### src/rtl/rxb_pkg.sv
`timescale 1ns/1ps
package rxb_pkg;

    localparam int CHAR_W = 8;

    typedef enum logic [2:0] {
        ST_IDLE,
        ST_START,
        ST_DATA,
        ST_PARITY,
        ST_STOP,
        ST_FE_CHK,
        ST_BRK_WAIT
    } rx_state_e;

    typedef enum logic [1:0] {
        PAR_NONE = 2'b00,
        PAR_EVEN = 2'b01,
        PAR_ODD  = 2'b10,
        PAR_RSVD = 2'b11
    } par_mode_e;

    typedef struct packed {
        logic              brk;
        logic              frame;
        logic              parity;
        logic [CHAR_W-1:0] data;
    } rx_entry_t;

endpackage

### src/rtl/rxb_frame.sv
`timescale 1ns/1ps
module rxb_frame
    import rxb_pkg::*;
#(
    parameter int OVS = 16
) (
    input  logic      clk_i,
    input  logic      rst_ni,
    input  logic      rx_i,
    input  logic      tick_i,
    input  logic [1:0] cfg_bits_i,
    input  logic [1:0] cfg_par_i,
    output logic      push_o,
    output rx_entry_t entry_o
);

    localparam int CW   = $clog2(OVS);
    localparam int HALF = OVS / 2 - 1;
    localparam int LAST = OVS - 1;

    typedef struct packed {
        rx_state_e         st;
        logic [CW-1:0]     cnt;
        logic [2:0]        bidx;
        logic [CHAR_W-1:0] data;
        logic              par;
        logic              pe;
        logic              all_low;
    } frame_t;

    frame_t     frm_d, frm_q;
    logic [2:0] last_bit;
    logic       par_on;

    always_comb begin
        frm_d    = frm_q;
        push_o   = 1'b0;
        entry_o  = '0;
        last_bit = {1'b0, cfg_bits_i} + 3'd4;
        par_on   = (cfg_par_i == PAR_EVEN) || (cfg_par_i == PAR_ODD);
        if (tick_i) begin
            case (frm_q.st)
                ST_IDLE: begin
                    if (!rx_i) begin
                        frm_d.st  = ST_START;
                        frm_d.cnt = '0;
                    end
                end
                ST_START: begin
                    if (frm_q.cnt == CW'(HALF)) begin
                        frm_d.cnt = '0;
                        if (!rx_i) begin
                            frm_d.st      = ST_DATA;
                            frm_d.bidx    = '0;
                            frm_d.data    = '0;
                            frm_d.par     = 1'b0;
                            frm_d.pe      = 1'b0;
                            frm_d.all_low = 1'b1;
                        end else begin
                            frm_d.st = ST_IDLE;
                        end
                    end else begin
                        frm_d.cnt = frm_q.cnt + 1'b1;
                    end
                end
                ST_DATA: begin
                    if (frm_q.cnt == CW'(LAST)) begin
                        frm_d.cnt              = '0;
                        frm_d.data[frm_q.bidx] = rx_i;
                        frm_d.par              = frm_q.par ^ rx_i;
                        frm_d.all_low          = frm_q.all_low & ~rx_i;
                        if (frm_q.bidx == last_bit) begin
                            frm_d.st = par_on ? ST_PARITY : ST_STOP;
                        end else begin
                            frm_d.bidx = frm_q.bidx + 1'b1;
                        end
                    end else begin
                        frm_d.cnt = frm_q.cnt + 1'b1;
                    end
                end
                ST_PARITY: begin
                    if (frm_q.cnt == CW'(LAST)) begin
                        frm_d.cnt     = '0;
                        frm_d.pe      = (cfg_par_i == PAR_ODD) ? ~(frm_q.par ^ rx_i)
                                                               :  (frm_q.par ^ rx_i);
                        frm_d.all_low = frm_q.all_low & ~rx_i;
                        frm_d.st      = ST_STOP;
                    end else begin
                        frm_d.cnt = frm_q.cnt + 1'b1;
                    end
                end
                ST_STOP: begin
                    if (frm_q.cnt == CW'(LAST)) begin
                        frm_d.cnt = '0;
                        push_o    = 1'b1;
                        if (rx_i) begin
                            entry_o.parity = frm_q.pe;
                            entry_o.data   = frm_q.data;
                            frm_d.st       = ST_IDLE;
                        end else if (frm_q.all_low) begin
                            entry_o.brk = 1'b1;
                            frm_d.st    = ST_BRK_WAIT;
                        end else begin
                            entry_o.frame  = 1'b1;
                            entry_o.parity = frm_q.pe;
                            entry_o.data   = frm_q.data;
                            frm_d.st       = ST_FE_CHK;
                        end
                    end else begin
                        frm_d.cnt = frm_q.cnt + 1'b1;
                    end
                end
                ST_FE_CHK: begin
                    if (frm_q.cnt == CW'(HALF)) begin
                        frm_d.cnt = '0;
                        frm_d.st  = rx_i ? ST_IDLE : ST_START;
                    end else begin
                        frm_d.cnt = frm_q.cnt + 1'b1;
                    end
                end
                ST_BRK_WAIT: begin
                    if (!rx_i) begin
                        frm_d.cnt = '0;
                    end else if (frm_q.cnt == CW'(HALF)) begin
                        frm_d.cnt = '0;
                        frm_d.st  = ST_IDLE;
                    end else begin
                        frm_d.cnt = frm_q.cnt + 1'b1;
                    end
                end
                default: frm_d.st = ST_IDLE;
            endcase
        end
    end

    always_ff @(posedge clk_i) begin
        if (!rst_ni) begin
            frm_q <= '0;
        end else begin
            frm_q <= frm_d;
        end
    end

    // a low line keeps the receiver parked after a break
    p_brk_hold_r7: assert property (@(posedge clk_i) disable iff (!rst_ni)
        (frm_q.st == ST_BRK_WAIT && !rx_i) |=> (frm_q.st == ST_BRK_WAIT));

    // a frame is entered only from a start bit that was low at its midpoint
    p_start_low_r1: assert property (@(posedge clk_i) disable iff (!rst_ni)
        (frm_q.st == ST_DATA && $past(frm_q.st) == ST_START) |-> !$past(rx_i));

endmodule

### src/rtl/rxb_fifo.sv
`timescale 1ns/1ps
module rxb_fifo #(
    parameter int DEPTH = 4,
    parameter int W     = 11
) (
    input  logic         clk_i,
    input  logic         rst_ni,
    input  logic         push_i,
    input  logic [W-1:0] din_i,
    input  logic         pop_i,
    output logic [W-1:0] dout_o,
    output logic         nempty_o,
    output logic         full_o,
    output logic         ovf_o
);

    localparam int AW = (DEPTH > 1) ? $clog2(DEPTH) : 1;
    localparam int CW = $clog2(DEPTH + 1);

    typedef struct packed {
        logic [DEPTH-1:0][W-1:0] mem;
        logic [AW-1:0]           wp;
        logic [AW-1:0]           rp;
        logic [CW-1:0]           cnt;
    } fifo_t;

    fifo_t fifo_d, fifo_q;
    logic  do_push, do_pop;

    always_comb begin
        fifo_d  = fifo_q;
        do_pop  = pop_i && (fifo_q.cnt != '0);
        do_push = push_i && (fifo_q.cnt != CW'(DEPTH));
        if (do_push) begin
            fifo_d.mem[fifo_q.wp] = din_i;
            fifo_d.wp = (fifo_q.wp == AW'(DEPTH - 1)) ? '0 : fifo_q.wp + 1'b1;
        end
        if (do_pop) begin
            fifo_d.rp = (fifo_q.rp == AW'(DEPTH - 1)) ? '0 : fifo_q.rp + 1'b1;
        end
        fifo_d.cnt = fifo_q.cnt + CW'(do_push) - CW'(do_pop);
    end

    always_ff @(posedge clk_i) begin
        if (!rst_ni) begin
            fifo_q <= '0;
        end else begin
            fifo_q <= fifo_d;
        end
    end

    assign full_o   = (fifo_q.cnt == CW'(DEPTH));
    assign nempty_o = (fifo_q.cnt != '0);
    assign dout_o   = nempty_o ? fifo_q.mem[fifo_q.rp] : '0;
    assign ovf_o    = push_i && full_o;

    // a dropped character leaves the queue and its head untouched
    p_ovf_keep_r10: assert property (@(posedge clk_i) disable iff (!rst_ni)
        (ovf_o && !pop_i) |=> (full_o && $stable(dout_o)));

    // occupancy never exceeds the depth
    p_no_overflow_r9: assert property (@(posedge clk_i) disable iff (!rst_ni)
        fifo_q.cnt <= CW'(DEPTH));

endmodule

### src/rtl/rxb_flow.sv
`timescale 1ns/1ps
module rxb_flow (
    input  logic clk_i,
    input  logic rst_ni,
    input  logic ovf_i,
    input  logic full_i,
    input  logic err_clr_i,
    input  logic auto_i,
    output logic overrun_o,
    output logic rts_o
);

    typedef struct packed {
        logic ovr;
        logic rts;
    } flow_t;

    flow_t flow_d, flow_q;

    always_comb begin
        flow_d = flow_q;
        if (ovf_i) begin
            flow_d.ovr = 1'b1;
        end else if (err_clr_i) begin
            flow_d.ovr = 1'b0;
        end
        if (!auto_i) begin
            flow_d.rts = 1'b1;
        end else if (ovf_i) begin
            flow_d.rts = 1'b0;
        end else if (!full_i) begin
            flow_d.rts = 1'b1;
        end
    end

    always_ff @(posedge clk_i) begin
        if (!rst_ni) begin
            flow_q <= '{ovr: 1'b0, rts: 1'b1};
        end else begin
            flow_q <= flow_d;
        end
    end

    assign overrun_o = flow_q.ovr;
    assign rts_o     = flow_q.rts;

    // overrun persists until explicitly cleared
    p_ovr_sticky_r11: assert property (@(posedge clk_i) disable iff (!rst_ni)
        (overrun_o && !err_clr_i) |=> overrun_o);

    // automatic flow control drops request-to-send on overrun
    p_rts_drop_r12: assert property (@(posedge clk_i) disable iff (!rst_ni)
        (auto_i && ovf_i) |=> !rts_o);

endmodule

### src/rtl/serial_rx_brk.sv
`timescale 1ns/1ps
module serial_rx_brk
    import rxb_pkg::*;
#(
    parameter int OVS        = 16,
    parameter int FIFO_DEPTH = 4
) (
    input  logic        clk_i,
    input  logic        rst_ni,
    input  logic        rx_i,
    input  logic        tick16_i,
    input  logic [1:0]  cfg_data_bits_i,
    input  logic [1:0]  cfg_parity_i,
    input  logic        cfg_rts_auto_i,
    input  logic        pop_i,
    input  logic        err_clr_i,
    output logic [7:0]  rd_data_o,
    output logic        err_parity_o,
    output logic        err_frame_o,
    output logic        brk_o,
    output logic        rx_ready_o,
    output logic        fifo_full_o,
    output logic        overrun_o,
    output logic        rts_o
);

    localparam int ENTRY_W = $bits(rx_entry_t);

    logic      push, ovf;
    rx_entry_t push_entry, head;

    rxb_frame #(.OVS(OVS)) u_frame (
        .clk_i      (clk_i),
        .rst_ni     (rst_ni),
        .rx_i       (rx_i),
        .tick_i     (tick16_i),
        .cfg_bits_i (cfg_data_bits_i),
        .cfg_par_i  (cfg_parity_i),
        .push_o     (push),
        .entry_o    (push_entry)
    );

    rxb_fifo #(.DEPTH(FIFO_DEPTH), .W(ENTRY_W)) u_fifo (
        .clk_i    (clk_i),
        .rst_ni   (rst_ni),
        .push_i   (push),
        .din_i    (push_entry),
        .pop_i    (pop_i),
        .dout_o   (head),
        .nempty_o (rx_ready_o),
        .full_o   (fifo_full_o),
        .ovf_o    (ovf)
    );

    rxb_flow u_flow (
        .clk_i     (clk_i),
        .rst_ni    (rst_ni),
        .ovf_i     (ovf),
        .full_i    (fifo_full_o),
        .err_clr_i (err_clr_i),
        .auto_i    (cfg_rts_auto_i),
        .overrun_o (overrun_o),
        .rts_o     (rts_o)
    );

    assign rd_data_o    = head.data;
    assign err_parity_o = head.parity;
    assign err_frame_o  = head.frame;
    assign brk_o        = head.brk;

    // head flags carry meaning only while an entry is present
    p_flags_need_ready_r9: assert property (@(posedge clk_i) disable iff (!rst_ni)
        !rx_ready_o |-> !(err_parity_o || err_frame_o || brk_o || (rd_data_o != 8'h00)));

    // a break entry always reads as zero data without a framing error
    p_brk_zero_r6: assert property (@(posedge clk_i) disable iff (!rst_ni)
        (rx_ready_o && brk_o) |-> (rd_data_o == 8'h00 && !err_frame_o));

    // a full queue is never reported as empty
    p_full_ready_r9: assert property (@(posedge clk_i) disable iff (!rst_ni)
        fifo_full_o |-> rx_ready_o);

endmodule

### config.mk
export PLATFORM = sky130hd
export DESIGN_NAME = serial_rx_brk
export DESIGN_NICKNAME = d
export VERILOG_FILES = /design/src/rtl/rxb_pkg.sv /design/src/rtl/rxb_frame.sv /design/src/rtl/rxb_fifo.sv /design/src/rtl/rxb_flow.sv /design/src/rtl/serial_rx_brk.sv
export SDC_FILE = /design/constraint.sdc
export NUM_CORES = 1
export LEC_CHECK = 0
export BUFFER_PORTS_ARGS = -buffer_cell sky130_fd_sc_hd__buf_2
export CORE_UTILIZATION = 55
export CTS_CLUSTER_DIAMETER = 60
export DETAILED_ROUTE_END_ITERATION = 10
export PLACE_DENSITY = 0.73
export SETUP_SLACK_MARGIN = 0.4
export SYNTH_ARGS = -nofsm -noshare
export SYNTH_HDL_FRONTEND = slang
export SYNTH_HIERARCHICAL = 1
export SYNTH_SLANG_ARGS = --single-unit
### constraint.sdc
create_clock -name clk_i -period 8 [get_ports clk_i]
set_input_delay 0.4 -clock clk_i [delete_from_list [all_inputs] [get_ports clk_i]]
set_output_delay 0.4 -clock clk_i [all_outputs]
set_load 0.03 [all_outputs]
=== Yosys cells after proc, flatten, opt, wreduce, memory -nomap -nowiden ===
Index checks and enable logic that the tools add are counted.

* Register bits: 74
* Input port bits: 11

* Add/sub/neg operators: 7
* Order comparisons: 5
* Equality and inequality tests: 27
* Mux-type cells: 54
* Bitwise logic cells: 4
* Reduce and logical (&&, ||, !) cells: 22

{| class="wikitable"
|+ Operators by type and width
! operator !! count
|-
| two-way mux 11 bit || 6
|-
| bitwise mux 44 bit || 1
|-
| two-way mux 3 bit || 11
|-
| two-way mux 14 bit || 2
|-
| one-hot mux 12 bit (2 select lines) || 1
|-
| binary-select mux 11 bit (select 2 bit) || 1
|-
| demux 11 bit (select 2 bit) || 1
|-
| one-hot mux 3 bit (7 select lines) || 1
|-
| one-hot mux 4 bit (4 select lines) || 1
|-
| != test 2 x 1 -> 1 bit, second input constant || 7
|-
| == test 3 bit, second input constant || 4
|-
| two-way mux 1 bit || 12
|-
| two-way mux 12 bit || 1
|-
| two-way mux 2 bit || 6
|-
| two-way mux 4 bit || 3
|-
| AND reduction 6 bit || 2
|-
| two-way mux 10 bit || 1
|-
| != test 2 bit, second input constant || 5
|-
| AND reduction 10 bit || 1
|-
| AND reduction 5 bit || 2
|-
| two-way mux 9 bit || 1
|-
| bitwise mux 8 bit || 1
|-
| two-way mux 7 bit || 1
|-
| == test 2 bit, second input constant || 3
|-
| 33 further kinds || 44
|}

=== Logic depth before layout (Yosys ltp) ===
* Word-level depth: 7
* Depth in mapped cells: 11
* Mapped depth without buffers: 11

=== By module ===
Netlist, hierarchy kept.

{| class="wikitable"
|+ By module, submodules not included
! module !! times used !! cells an instance !! area an instance (um^2) !! sequential area each (um^2)
|-
| rxb_fifo || 1 || 228 || 2381.0 || 1021.0
|-
| rxb_frame || 1 || 190 || 1416.4 || 420.4
|-
| rxb_flow || 1 || 6 || 80.1 || 40.0
|}

=== Least setup slack after synthesis ===
Ideal clock, no wire load.

* Path kind: reg-to-reg
* Start: reg u_frame/frm_q[18] (netlist bit)
* End: reg u_fifo/fifo_q[2] (netlist bit)
* Data arrival time: 2.581 ns
* Required time: 7.885 ns
* Setup slack: 5.304 ns
* Cell stages (with the launch flop): 12
* Period minus slack after synthesis: 2.696 ns
* Cell sequence: dfxtp_1 buf_6 or3b_4 or3_1 inv_1 nand2_1 xor2_1 ha_1 fa_1 xor2_1 xnor2_1 and2_1

* Cells in the longest elaborated chain, start to end: 6

{| class="wikitable"
|+ RTL lines
! what !! RTL line !! RTL
|-
| start, declared || rxb_frame.sv:31 || <nowiki>frame_t frm_d, frm_q;</nowiki>
|-
| start signal, assigned || rxb_frame.sv:140 || <nowiki>frm_q <= frm_d;</nowiki>
|-
| == test 3 bit || rxb_frame.sv:42 || <nowiki>case (frm_q.st)</nowiki>
|-
| two-way mux 1 bit || rxb_frame.sv:42 ||
|-
| two-way mux 1 bit || rxb_frame.sv:41 || <nowiki>if (tick_i) begin</nowiki>
|-
| net push || serial_rx_brk.sv:29 || <nowiki>logic push, ovf;</nowiki>
|-
| logical AND 1 bit || rxb_fifo.sv:33 || <nowiki>do_push = push_i && (fifo_q.cnt != CW'(DEPTH));</nowiki>
|-
| adder 3 x 1 -> 3 bit || rxb_fifo.sv:41 || <nowiki>fifo_d.cnt = fifo_q.cnt + CW'(do_push) - CW'(do_pop);</nowiki>
|-
| subtractor 3 x 1 -> 3 bit || rxb_fifo.sv:41 ||
|-
| end signal, assigned || rxb_fifo.sv:48 || <nowiki>fifo_q <= fifo_d;</nowiki>
|-
| end, declared || rxb_fifo.sv:27 || <nowiki>fifo_t fifo_d, fifo_q;</nowiki>
|}

The timed path passes the listed nets, and every way through them passes these cells.
A chain may end at the register's enable or synchronous reset.

=== Worst setup path after layout ===
* Start: reg u_frame/frm_q[20] (netlist bit)
* End: reg u_fifo/fifo_q[2] (netlist bit)

Same word-level chain as after synthesis.

==> out/summary.md <==
During synthesis, Yosys emitted a total of 6 warnings. The longest clock path from root to sink contains 2 buffers. The power density over the cells was 196 mW/mm2. The smallest clock period supported by the final layout is computed as 3.11 ns. The cell accounting for the most synthesized area was dfxtp_1. The tools report the clock root buffer as clkbuf_8.

TritonCTS built the clock tree. The placed instances occupy a cell area of 0.00398 mm2. The worst hold path belongs to the class in -> reg. Entering global routing, the biggest net connects 77 pins. The later pin in the worst-skew pair is clocked with a latency of 0.34 ns. Using the TritonRoute via totals, the vias-per-cell ratio works out to 5.66.

The run gives 0.000554 W as the cell-internal power. After detailed routing, the total wire length is 7650 um. Summing the sequential cell areas from Yosys gives 38.2% of the chip area. Derived from the worst setup path, the maximum achievable clock frequency is 0.321 GHz. The run gives 2733 as the number of global-route vias before repair. In this run, post-CTS repair resized a total of 0 instances. The post-synth net total is 445.

The tools report the net count reported at finish as 454. After routing the design area is 0.00416 mm2. Max-cap violations in this run came to 0. Post-synthesis cell type count: 55.

The wire-length estimate of the detail-placed layout is 5120 um. After global routing the overflow that remains totals 0. At the end of routability-driven placement, the weighted congestion stood at 0.868. The endpoint class of the critical path is a flip-flop. Ranked by total cell area, the synthesized netlist is headed by dfxtp_1 (38%), mux2i_1 (13%), nand2_1 (7.3%). For this run, the total global-route usage over all layers was measured as 21.5%. The startpoint kind of the worst setup timing path was a flip-flop. The switching portion of total power came out at 32.0%. For this run, design rule violations remaining after detail routing come to 0. The fraction of post-synthesis cell area in the top cell type by area is 38.2%. The flow ran to the end, and the final reports show no timing, DRC or antenna violations. The count of nets left with antenna violations once routing finished came out at 0.

In this run, the combinational gates consume 16.7% of the power. 0 antenna diodes ended up in the layout. For the clock network fraction of design power, the log shows 32.9%.

The routed wirelength normalized by instance count is 14.3 um. The synthesized netlist occupies a cell area of 0.00388 mm2. Of the total power, registers draw 50.4%.

The total of fill cells in the finished design is 613, and the clock-pin slew on the worst setup and hold paths is 0.08 ns. The worst path uses 38.9% of the clock period. Prior to clock tree synthesis, the placed netlist has a worst setup slack of 4.90 ns. Once placement completed, the tool counted placed cells totaling 518. Library cell appearing most often on the critical path: xor2_1. The first global-routing pass estimated 12700 um of wire.

For this configuration, the core starts out at a cell density of 57.1%. The floorplan step defined a die boundary enclosing 0.00739 mm2. After floorplanning, the core was divided into 30 placement rows. At the worst endpoint, the required time is 8.24 ns. The initial antenna violation count was 0.

Setup repair after global routing left no endpoint under its margin. The maximum fanout along the worst path is 18, and the count of buffers from port buffering is 25. Counting flops and latches in the post-synthesis netlist gives 74.

After clock tree synthesis, the setup repair step added 0 buffers. The critical path is of the reg -> reg type. The slowest stage of the critical path belongs to the cell dfxtp_1. Counting flops with an async set or reset pin after synthesis yields a share of 0%.

In this run the power spent charging and discharging nets is 0.000261 W. Total of endpoints with negative setup slack in the final report: 0. The post-route netlist has 15.1% of its cells at a drive strength greater than 1.

The number of levels in the clock H-tree is 3, and the post-synthesis area per instance is 9.14 um2. The logs give 1.49 nW for the leakage power and 0.0104 ns for the setup skew after layout. The critical path goes through or3b_4, or3_1, inv_1, nand2_1, xor2_1, ha_1, fa_1, xor2_1, xnor2_1, and2_1. The routed layout has 3020 vias.

The floorplan core area came out at 0.00679 mm2. The run gives 0 ns as the setup TNS after final layout. The first TritonRoute pass finished after 4 iterations. VDD sags by at most 0.0000830 V.

The number of max-slew violations in the final report is 0. Synthesis handed over a netlist of 424 instances. The dominant cell by count in the synthesized netlist was nand2_1. The maximum single-stage delay on the critical path is 0.64 ns.

For this block, the initial DRC count from the detailed router was 166. The design draws 0.000815 W. The flip-flop cell with the highest count after synthesis is dfxtp_1.

After layout, the worst setup slack is 4.89 ns. The relative max-transition margin was 41.6%. Yosys mapped a number of flops with a built-in enable equal to 0. During I/O placement, the number of pins put on the boundary was 26.

Leaving out filler cells and counting taps, the final layout contains 534. Area growth from synthesis to final layout: 7.32%. Measured along the y axis, the die boundary spans 86.0 um. At the pin with the least slew margin, the transition time is 0.874 ns. The die width came out at 86.0 um.

The tools report the final hold violation count as 0. By count the netlist is led by nand2_1 (75), dfxtp_1 (74), mux2i_1 (49). Data on the critical path arrives at its endpoint at 3.35 ns. In this run, post-CTS hold repair placed 0 buffers.

The total clock buffers created by CTS is 9, and the number of sinks handled by clock tree synthesis is 74.
area by class of cell:
class,instances,area (um2),area share (%)
Clock buffer,9,124,2.98
Clock inverter,7,61.3,1.47
Inverter,14,52.6,1.26
Multi-Input combinational cell,308,2190,52.6
Sequential cell,74,1480,35.6
Tap cell,96,120,2.89
Timing Repair Buffer,26,133,3.19
per-stage QoR:
| step | utilization (%) | hold slack, ns |
|---|---|---|
| 2_1_floorplan | - | 0.432 |
| 3_3_place_gp | 58.5 | 0.440 |
| 3_5_place_dp | 58.5 | 0.446 |
| 4_1_cts | 61.3 | 0.233 |
| 5_1_grt | 61.3 | 0.239 |
| 6_report | 61.3 | 0.246 |
worst max-delay path, delay by kind of cell (launching register included):
kind	cells	cell delay, ns
DFF	1	0.64
xor gates and xnor gates	3	0.46
and+or+nand+nor	4	1.12
buffers and inverters	1	0.19
adders and majority gates	2	0.61
power by group through the flow:
stage / Clock (W) / Combinational (W) / Sequential (W)
global placement: 0 / 0.000135 / 0.000419
global route: 0.000295 / 0.000150 / 0.000416
detailed placement: 0 / 0.000138 / 0.000420
finish: 0.000268 / 0.000136 / 0.000411
floorplan: 0 / 0.000126 / 0.000398
CTS: 0.000278 / 0.000138 / 0.000411
sequential cells by signal, summed over array words and instances, names as in the netlist:
| name | count |
|---|---|
| u_fifo/fifo_q | 51 |
| u_flow/overrun_o | 1 |
| u_flow/rts_o | 1 |
| u_frame/frm_q | 21 |
path summary, 6_finish.rpt:
| path | from | endpoint | slack, ns | depth (start not counted) |
|---|---|---|---|---|
| setup reg to reg | u_frame/frm_q[20]$_SDFFE_PN0P_ | u_fifo/fifo_q[2]$_SDFF_PN0_ | 4.89 | 10 |
| setup / recovery | u_frame/frm_q[20]$_SDFFE_PN0P_ | u_fifo/fifo_q[2]$_SDFF_PN0_ | 4.89 | 10 |
| hold reg to reg | u_fifo/fifo_q[50]$_SDFFE_PN0P_ | u_fifo/fifo_q[50]$_SDFFE_PN0P_ | 0.46 | 2 |
| hold / removal | cfg_rts_auto_i | u_flow/rts_o$_SDFFE_PN1P_ | 0.25 | 2 |
cells in the final DEF, fill, tap and decap left out, drive strengths merged, types with 3 or more instances in the layout:
cell    count
dfxtp      74
nor3        7
inv        17
nand3      10
and2       24
xor2        3
a21oi      19
a31oi       7
nand4       3
buf        26
clkbuf      9
mux2i      49
nand2b      6
nand2      75
ha          9
and3        5
or3b        3
o21ai      16
nor2       19
xnor2       6
mux4       11
nor2b       4
logic make-up after synthesis:
family / after synthesis / share of synthesized area, %
adders and majority gates: 10 / 3.42
and+or+nand+nor: 167 / 21.6
buffers and inverters: 42 / 5.32
xor gates and xnor gates: 9 / 2.03
DFF: 74 / 38.2
AOI/OAI and AO/OA: 62 / 10.4
muxes: 60 / 19.0
routing by layer:
| metal | wire length [um] | up-vias | part of all wire, % | global-route usage [%] |
|---|---|---|---|---|
| li1 | - | 1498 | - | - |
| met1 | 3640 | 1446 | 48 | 28.4 |
| met2 | 3670 | 71 | 48 | 36.3 |
| met3 | 271 | 5 | 3.5 | 2.98 |
| met4 | 55 | 0 | 0.72 | 7.27 |
| met5 | 0 | - | 0 | 0 |
Power figures use the tool's default switching activity.
